<file path="config.mk">
export PLATFORM = sky130hd
export DESIGN_NAME = cstore_seq
export DESIGN_NICKNAME = d
export VERILOG_FILES = /design/src/rtl/cstore_pkg.sv /design/src/rtl/cstore_beat_cnt.sv /design/src/rtl/cstore_half_sel.sv /design/src/rtl/cstore_seq.sv
export SDC_FILE = /design/constraint.sdc
export NUM_CORES = 1
export LEC_CHECK = 0
export ABC_CLOCK_PERIOD_IN_PS = 2550
export BUFFER_PORTS_ARGS = -buffer_cell sky130_fd_sc_hd__buf_2
export CAP_MARGIN = 10
export CORE_MARGIN = 8
export CORE_UTILIZATION = 20
export DETAILED_ROUTE_END_ITERATION = 12
export PLACE_DENSITY = 0.91
export SYNTH_ARGS = -nofsm -noshare
export SYNTH_HDL_FRONTEND = slang
export SYNTH_SLANG_ARGS = --single-unit
</file>
<file path="constraint.sdc">
create_clock -name clk -period 2.55 [get_ports clk]
set_input_delay 0.51 -clock clk [delete_from_list [all_inputs] [get_ports clk]]
set_output_delay 0.51 -clock clk [all_outputs]
set_load 0.005 [all_outputs]
</file>
<file path="src/rtl/cstore_pkg.sv">
`timescale 1ns/1ps
package cstore_pkg;
   // Response the sequencer gives for one beat.
   typedef enum logic [1:0] {
      RSP_NONE = 2'b00,
      RSP_INC  = 2'b01,
      RSP_DONE = 2'b10
   } cs_rsp_e;

   // Kind of beat, derived at the block edge.
   typedef enum logic [1:0] {
      BEAT_IDLE    = 2'b00,
      BEAT_CTRL    = 2'b01,
      BEAT_NARROW  = 2'b10,
      BEAT_WIDE    = 2'b11
   } cs_beat_e;
endpackage

</file>
<file path="src/rtl/cstore_beat_cnt.sv">
`timescale 1ns/1ps
module cstore_beat_cnt #(
   parameter int BEATS = 2,
   localparam int CNT_W = (BEATS > 1) ? $clog2(BEATS) : 1
) (
   input  logic             clk,
   input  logic             rst_n,
   input  logic             clr,
   input  logic             adv,
   output logic [CNT_W-1:0] cnt,
   output logic             last
);
   generate
      if (BEATS < 2) begin : g_bad_beats
         $error("cstore_beat_cnt: BEATS must be at least 2");
      end
   endgenerate

   assign last = (cnt == CNT_W'(BEATS - 1));

   always_ff @(posedge clk or negedge rst_n) begin
      if (!rst_n)
         cnt <= '0;
      else if (clr)
         cnt <= '0;
      else if (adv)
         cnt <= last ? '0 : cnt + CNT_W'(1);
   end

   // A non-data cycle leaves the counter at its first beat.
   assert_clear_R2: assert property (@(posedge clk) disable iff (!rst_n)
      clr |=> (cnt == '0));

   // After the final beat of a long store the sequence restarts.
   assert_wrap_R5: assert property (@(posedge clk) disable iff (!rst_n)
      (adv && !clr && last) |=> (cnt == '0));

   // With neither clear nor advance, the count holds.
   assert_hold_R10: assert property (@(posedge clk) disable iff (!rst_n)
      (!adv && !clr) |=> $stable(cnt));
endmodule

</file>
<file path="src/rtl/cstore_half_sel.sv">
`timescale 1ns/1ps
module cstore_half_sel #(
   parameter int DATA_W = 32,
   parameter int CNT_W  = 1
) (
   input  logic              wide,
   input  logic [CNT_W-1:0]  beat,
   input  logic              big_endian,
   input  logic              as_float,
   input  logic [DATA_W-1:0] upper,
   input  logic [DATA_W-1:0] lower,
   output logic [DATA_W-1:0] word,
   output logic              took_upper
);
   logic beat0;

   generate
      if (CNT_W < 1) begin : g_bad_cnt
         $error("cstore_half_sel: CNT_W must be at least 1");
      end
   endgenerate

   assign beat0 = (beat == '0);

   // Long store: big-endian gives upper first, little-endian gives lower first.
   // Short store: float form lives in the upper half, integer in the lower.
   always_comb begin
      if (wide)
         took_upper = big_endian ? beat0 : !beat0;
      else
         took_upper = as_float;
      word = took_upper ? upper : lower;
   end
endmodule

</file>
<file path="src/rtl/cstore_seq.sv">
`timescale 1ns/1ps
module cstore_seq #(
   parameter int DATA_W   = 32,
   parameter int INSTR_W  = 32,
   parameter int NREGS    = 16,
   parameter int WIDE_BIT = 22,
   parameter int IDX_LSB  = 12,
   localparam int IDX_W   = $clog2(NREGS),
   localparam int BEATS   = 2,
   localparam int CNT_W   = 1
) (
   input  logic               clk,
   input  logic               rst_n,
   input  logic               beat_req,
   input  logic               beat_is_data,
   input  logic [INSTR_W-1:0] instr,
   input  logic               big_endian,
   input  logic               as_float,
   output logic [IDX_W-1:0]   rd_idx,
   input  logic [DATA_W-1:0]  rd_upper,
   input  logic [DATA_W-1:0]  rd_lower,
   output logic [DATA_W-1:0]  bus_data,
   output logic               bus_drive,
   output logic               resp_inc,
   output logic               resp_done
);
   import cstore_pkg::*;

   generate
      if (WIDE_BIT >= INSTR_W) begin : g_bad_wide
         $error("cstore_seq: WIDE_BIT outside the instruction");
      end
      if (IDX_LSB + IDX_W > INSTR_W) begin : g_bad_idx
         $error("cstore_seq: register index field outside the instruction");
      end
      if (WIDE_BIT >= IDX_LSB && WIDE_BIT < IDX_LSB + IDX_W) begin : g_overlap
         $error("cstore_seq: width bit overlaps the index field");
      end
      if ((1 << IDX_W) != NREGS) begin : g_bad_nregs
         $error("cstore_seq: NREGS must be a power of two");
      end
   endgenerate

   cs_beat_e            kind;
   cs_rsp_e             rsp;
   logic                wide;
   logic                cnt_clr, cnt_adv, cnt_last;
   logic [CNT_W-1:0]    cnt;
   logic [DATA_W-1:0]   half_word;
   logic                half_upper;

   assign wide   = instr[WIDE_BIT];
   assign rd_idx = instr[IDX_LSB +: IDX_W];

   always_comb begin
      if (!beat_req)          kind = BEAT_IDLE;
      else if (!beat_is_data) kind = BEAT_CTRL;
      else if (wide)          kind = BEAT_WIDE;
      else                    kind = BEAT_NARROW;
   end

   assign cnt_clr = (kind == BEAT_CTRL);
   assign cnt_adv = (kind == BEAT_WIDE);

   cstore_beat_cnt #(.BEATS(BEATS)) u_cnt (
      .clk  (clk),
      .rst_n(rst_n),
      .clr  (cnt_clr),
      .adv  (cnt_adv),
      .cnt  (cnt),
      .last (cnt_last)
   );

   cstore_half_sel #(.DATA_W(DATA_W), .CNT_W(CNT_W)) u_sel (
      .wide      (wide),
      .beat      (cnt),
      .big_endian(big_endian),
      .as_float  (as_float),
      .upper     (rd_upper),
      .lower     (rd_lower),
      .word      (half_word),
      .took_upper(half_upper)
   );

   always_comb begin
      unique case (kind)
         BEAT_IDLE:   rsp = RSP_NONE;
         BEAT_WIDE:   rsp = cnt_last ? RSP_DONE : RSP_INC;
         default:     rsp = RSP_DONE;
      endcase
   end

   assign resp_inc  = (rsp == RSP_INC);
   assign resp_done = (rsp == RSP_DONE);
   assign bus_drive = (kind == BEAT_WIDE) || (kind == BEAT_NARROW);
   assign bus_data  = bus_drive ? half_word : '0;

   // Non-data beat: done, nothing driven.
   assert_nondata_done_R2: assert property (@(posedge clk) disable iff (!rst_n)
      (beat_req && !beat_is_data) |-> (resp_done && !resp_inc && !bus_drive && bus_data == '0));

   // Two responses never at once.
   assert_rsp_onehot_R5: assert property (@(posedge clk) disable iff (!rst_n)
      $onehot0({resp_inc, resp_done}));

   // The beat after an increment, if it continues the long store, finishes it.
   assert_second_done_R5: assert property (@(posedge clk) disable iff (!rst_n)
      resp_inc |=> (!(beat_req && beat_is_data && instr[WIDE_BIT]) || resp_done));

   // Long-store responses: increment on the first beat only.
   assert_first_inc_R5: assert property (@(posedge clk) disable iff (!rst_n)
      (beat_req && beat_is_data && instr[WIDE_BIT]) |-> (resp_inc == (cnt == '0)));

   // One-beat store completes at once.
   assert_narrow_done_R6: assert property (@(posedge clk) disable iff (!rst_n)
      (beat_req && beat_is_data && !instr[WIDE_BIT]) |-> (resp_done && bus_drive));

   // One-beat store picks its half from the float flag.
   assert_narrow_half_R7: assert property (@(posedge clk) disable iff (!rst_n)
      (beat_req && beat_is_data && !instr[WIDE_BIT]) |-> (half_upper == as_float));

   // Idle cycle is quiet.
   assert_idle_quiet_R10: assert property (@(posedge clk) disable iff (!rst_n)
      !beat_req |-> (!resp_inc && !resp_done && !bus_drive && bus_data == '0));
endmodule

</file>
Word-level counts from Yosys, hierarchy flattened
Index checks and enable logic that the tools add are counted.
{ "word_totals": {"reg_bits": 1, "in_bits": 102, "word_cells": 23} }
{ "op_classes": {"n_addsub": 1, "eq_ne": 5, "mux": 12, "bitwise_logic": 1, "reduce_logical": 3} }
{ "ops": {"columns": ["cell", "count"], "rows": [
  ["$mux 32", 2],
  ["$eq 2x2->1 const B", 3],
  ["$mux 1", 6],
  ["$mux 2", 3],
  ["$eq 2x1->1 const B", 2],
  ["$pmux 2 s2", 1],
  ["$logic_not 2->1", 1],
  ["$reduce_bool 2->1", 1],
  ["$add 1x1->1 const B", 1],
  ["$logic_or 1x1->1", 1],
  ["$not 1->1", 1]
]} }

Longest topological paths before layout
{ "logic_depth": {"word_depth": 6, "ltp_mapped": 4, "depth_no_buf": 3} }

Cells and area by module
From an unflattened synthesis, not the netlist that was laid out.
{ "unflattened": {"cells_unflattened": 90, "hier_area_um2": 890.9} }
{ "modules_own_cells": {"columns": ["module", "n_inst", "cells_per_inst", "area_each_um2"], "rows": [
  ["cstore_half_sel", 1, 38, 538.0],
  ["cstore_seq", 1, 48, 307.8],
  ["cstore_beat_cnt", 1, 4, 45.0]
]} }

Worst setup path before layout
OpenSTA, ideal clock, no wires.
{ "synth_path": {"kind": "input -> output", "startpoint": "in beat_req", "endpoint": "out bus_data[10]", "arrival_ns": 1.272, "required_ns": 2.040, "slack_ns": 0.768, "stages": 4, "n_path_buf": 1, "path_cell_list": "and2_1 > a31o_2 > buf_2 > a22o_1"} }
{ "synth_between": {"elab_chain_len": 4, "word_cells_on_any_way": 5, "classes_between": "eq/ne (2); mux (2); reduce/logical (1)"} }
{ "synth_lines": {"columns": ["element", "line", "source"], "rows": [
  ["start, declared", "cstore_seq.sv:14", "input logic beat_req,"],
  ["$mux 2 *", "cstore_seq.sv:56", "if (!beat_req) kind = BEAT_IDLE;"],
  ["$eq 2x2->1", "cstore_seq.sv:95", "assign bus_drive = (kind == BEAT_WIDE) || (kind == BEAT_NARROW);"],
  ["$logic_or 1x1->1 *", "cstore_seq.sv:95", null],
  ["$mux 32 *", "cstore_seq.sv:96", "assign bus_data = bus_drive ? half_word : '0;"],
  ["end, declared", "cstore_seq.sv:22", "output logic [DATA_W-1:0] bus_data,"]
]} }
Mark *: on every way between the ends. The rest lies on a longest branch, timed or not.

Worst setup path after layout
{ "layout_path": {"startpoint": "in instr[22]", "endpoint": "out bus_data[21]"} }
{ "layout_between": {"elab_chain_len": 6, "word_cells_on_any_way": 9, "classes_between": "eq/ne (2); mux (6); reduce/logical (1)"} }
{ "layout_lines": {"columns": ["element", "line", "source"], "rows": [
  ["start, declared", "cstore_seq.sv:16", "input logic [INSTR_W-1:0] instr,"],
  ["$mux 1", "cstore_seq.sv:58", "else if (wide) kind = BEAT_WIDE;"],
  ["$mux 2", "cstore_seq.sv:57", "else if (!beat_is_data) kind = BEAT_CTRL;"],
  ["$mux 2", "cstore_seq.sv:56", null],
  ["$eq 2x2->1", "cstore_seq.sv:95", null],
  ["$logic_or 1x1->1", "cstore_seq.sv:95", null],
  ["$mux 32 *", "cstore_seq.sv:96", null]
]} }
Marked as above.

==> metrics.cfg <==
[yosys]
synth.top_cells.by_count=33 x a22o_1, 6 x buf_2, 4 x buf_4
ys.flop_type=dfrtp_1
synth_seq_cells=1
ys_types=16
async_flop_share_pct=100.0
synth_nets=159
synthesis.area_um2=460.4
synth.most_common_cell=a22o_1
syn_inst=57
ys_seq_area_share_pct=5.435
synth-edff-count=0
yosys_warnings=0
yosys-top-cells-area=a22o_1 63%, buf_2 6.5%, buf_4 6.5%
yosys.area.top_type=a22o_1
yosysTopAreaCellShare_pct=62.77
synth.avg_cell_area_um2=8.078

[timing]
max-slew-margin-rel_pct=78.95
finClkSkew_ns=0
finalSetupViolCount=0
finalCritPeriodShare_pct=86.75
period_needed_ns=2.212
fmax_mhz=452.1
rsz0062_at_grt=false
tns_ns=0
tightest_slew_ns=0.3158
hold_viol=0
maxSlewViolCount=0

[finish]
largest_reg_flops=1
area_growth_pct=114.7
fin_area_um2=988.4
drive_above_1_share_pct=70.78
diodes=0
nNetsFinal=258
regMostFlops=u_cnt.cnt
reg.largest.list=u_cnt.cnt x1

[hold_path]
hp-class=primary input to asynchronous set/reset pin

[global_route]
antenna_found_initial=1
grt_max_degree=33
grt_pass1_vias=909
grt_remaining_overflow=0
grt_first_pass_wirelength_mm=4.491
track_usage_pct=12.85

[drt]
vias=875
wire_per_inst_um=16.35
drc=0
drt-total-wl_mm=2.975
detail-route-antenna-nets=0
drt-initial-drc-count=43
drtPass1Iterations=4
vias_per_cell=4.808

[placement]
dpl_cell_area_um2=988.4
port-buffer-count=105
routabilityCongestion=0.7686
dp_hpwl_mm=2.675

[clock_network]
postCtsHoldBufs=0
clk_pin_slew_worst_paths_ns=0
postCtsSetupBuffers=0
ctsResizeCount=0
clk_latency_ns=0

[critical_path]
arrival_ns=1.70
rrSetupSlack_ns=1.66
worstSetupPathType=primary input to output pin
cp.required_ns=2.04
cp_cell_sequence=buf_2 -> nor4bb_1 -> a31o_2 -> buf_12 -> a22o_1 -> buf_2
slowest_stage=a31o_2
critical_path.most_common_cell=buf_2
cp_slowest_stage_delay_ns=0.31
timing.critical_path.fanout_max=22
setup.worst_path.end_class=output pin
startpoint_type=primary input

[power_and_ir_drop]
peakVddDrop_uv=143.4
leakage_nw=0.6322
power_density_nw_per_um2=199.7

[die]
chipWidth_um=63.98
die_h_um=63.98
die_area_um2=4093
num_rows=17
io_pins=141
start_util_pct=21.02
core_area_um2=2191

[flow_run]
cap_violations=0

[status]
status=finished, final reports clean

[report_power, final]
group          total, mW  leakage, nW  internal [mW]  switching (mW)
Sequential        0.0213       0.0129         0.0184         0.00291
Clock                  0            0              0               0
Combinational      0.176        0.619          0.103          0.0735
Total              0.197        0.632          0.121          0.0764
[path summary, 6_finish.rpt]
path                       cells after the start                     to                   from
setup / recovery                               6           bus_data[21]              instr[22]
hold reg to reg                                1  u_cnt.cnt$_DFFE_PN0P_  u_cnt.cnt$_DFFE_PN0P_
setup reg to reg                               3  u_cnt.cnt$_DFFE_PN0P_  u_cnt.cnt$_DFFE_PN0P_
min in group clk                               1  u_cnt.cnt$_DFFE_PN0P_  u_cnt.cnt$_DFFE_PN0P_
hold / removal                                 1  u_cnt.cnt$_DFFE_PN0P_                  rst_n
max in group asynchronous                      1  u_cnt.cnt$_DFFE_PN0P_                  rst_n
[layer usage]
| metal | part of all wire (%) | global-route usage (%) |
|---|---|---|
| met2 | 47 | 22.84 |
| met4 | 0.067 | 0 |
| met3 | 15 | 8.014 |
| met1 | 37 | 13.31 |
| met5 | 0.40 | 0 |
[metrics by stage]
step | utilization (%) | power, mW | setup WS [ns] | std cells | hold WS, ns
3_3_place_gp | 45.12 | 0.1967 | 0.3809 | 182 | 0.2864
2_1_floorplan | - | 0.09951 | 0.7684 | 57 | 0.2144
4_1_cts | 45.12 | 0.1995 | 0.3297 | 182 | 0.2876
6_report | 45.12 | 0.1974 | 0.3379 | 182 | 0.2861
5_1_grt | 45.12 | 0.2165 | 0.2298 | 182 | 0.2910
3_5_place_dp | 45.12 | 0.1992 | 0.3474 | 182 | 0.2874
[placed cells by master (no fill, tap or decap), drive strengths merged]
master  count
o21ai       2
nand4b      1
dfrtp       1
a31oi       1
a22o       33
inv         2
nor4bb      1
xnor2       1
buf       107
and2        1
nor2        1
nand3       1
nand3b      1
a31o        1
[kinds of logic after synthesis]
kind of cell / after synthesis / synth area share, %
XOR/XNOR: 1 / 1.903
flip-flops: 1 / 5.434
AND/OR/NAND/NOR: 6 / 8.967
buffers and inverters: 12 / 14.68
AO/OA/AOI/OAI: 37 / 69.02
[cell type report]
type                       count  area (µm²)
sequential                     1       25.02
tap                           28       35.03
timing repair buffer         107       553.0
fill                         237        1202
multi-input combinational     44       367.9
inverter                       2       7.507
[critical path: cells and delay by family]
kind                   cells  cell delay [ns]
buffers and inverters      3             0.44
AOI/OAI and AO/OA          2             0.45
and+or+nand+nor            1             0.28
(Power assumes the default switching activity.)
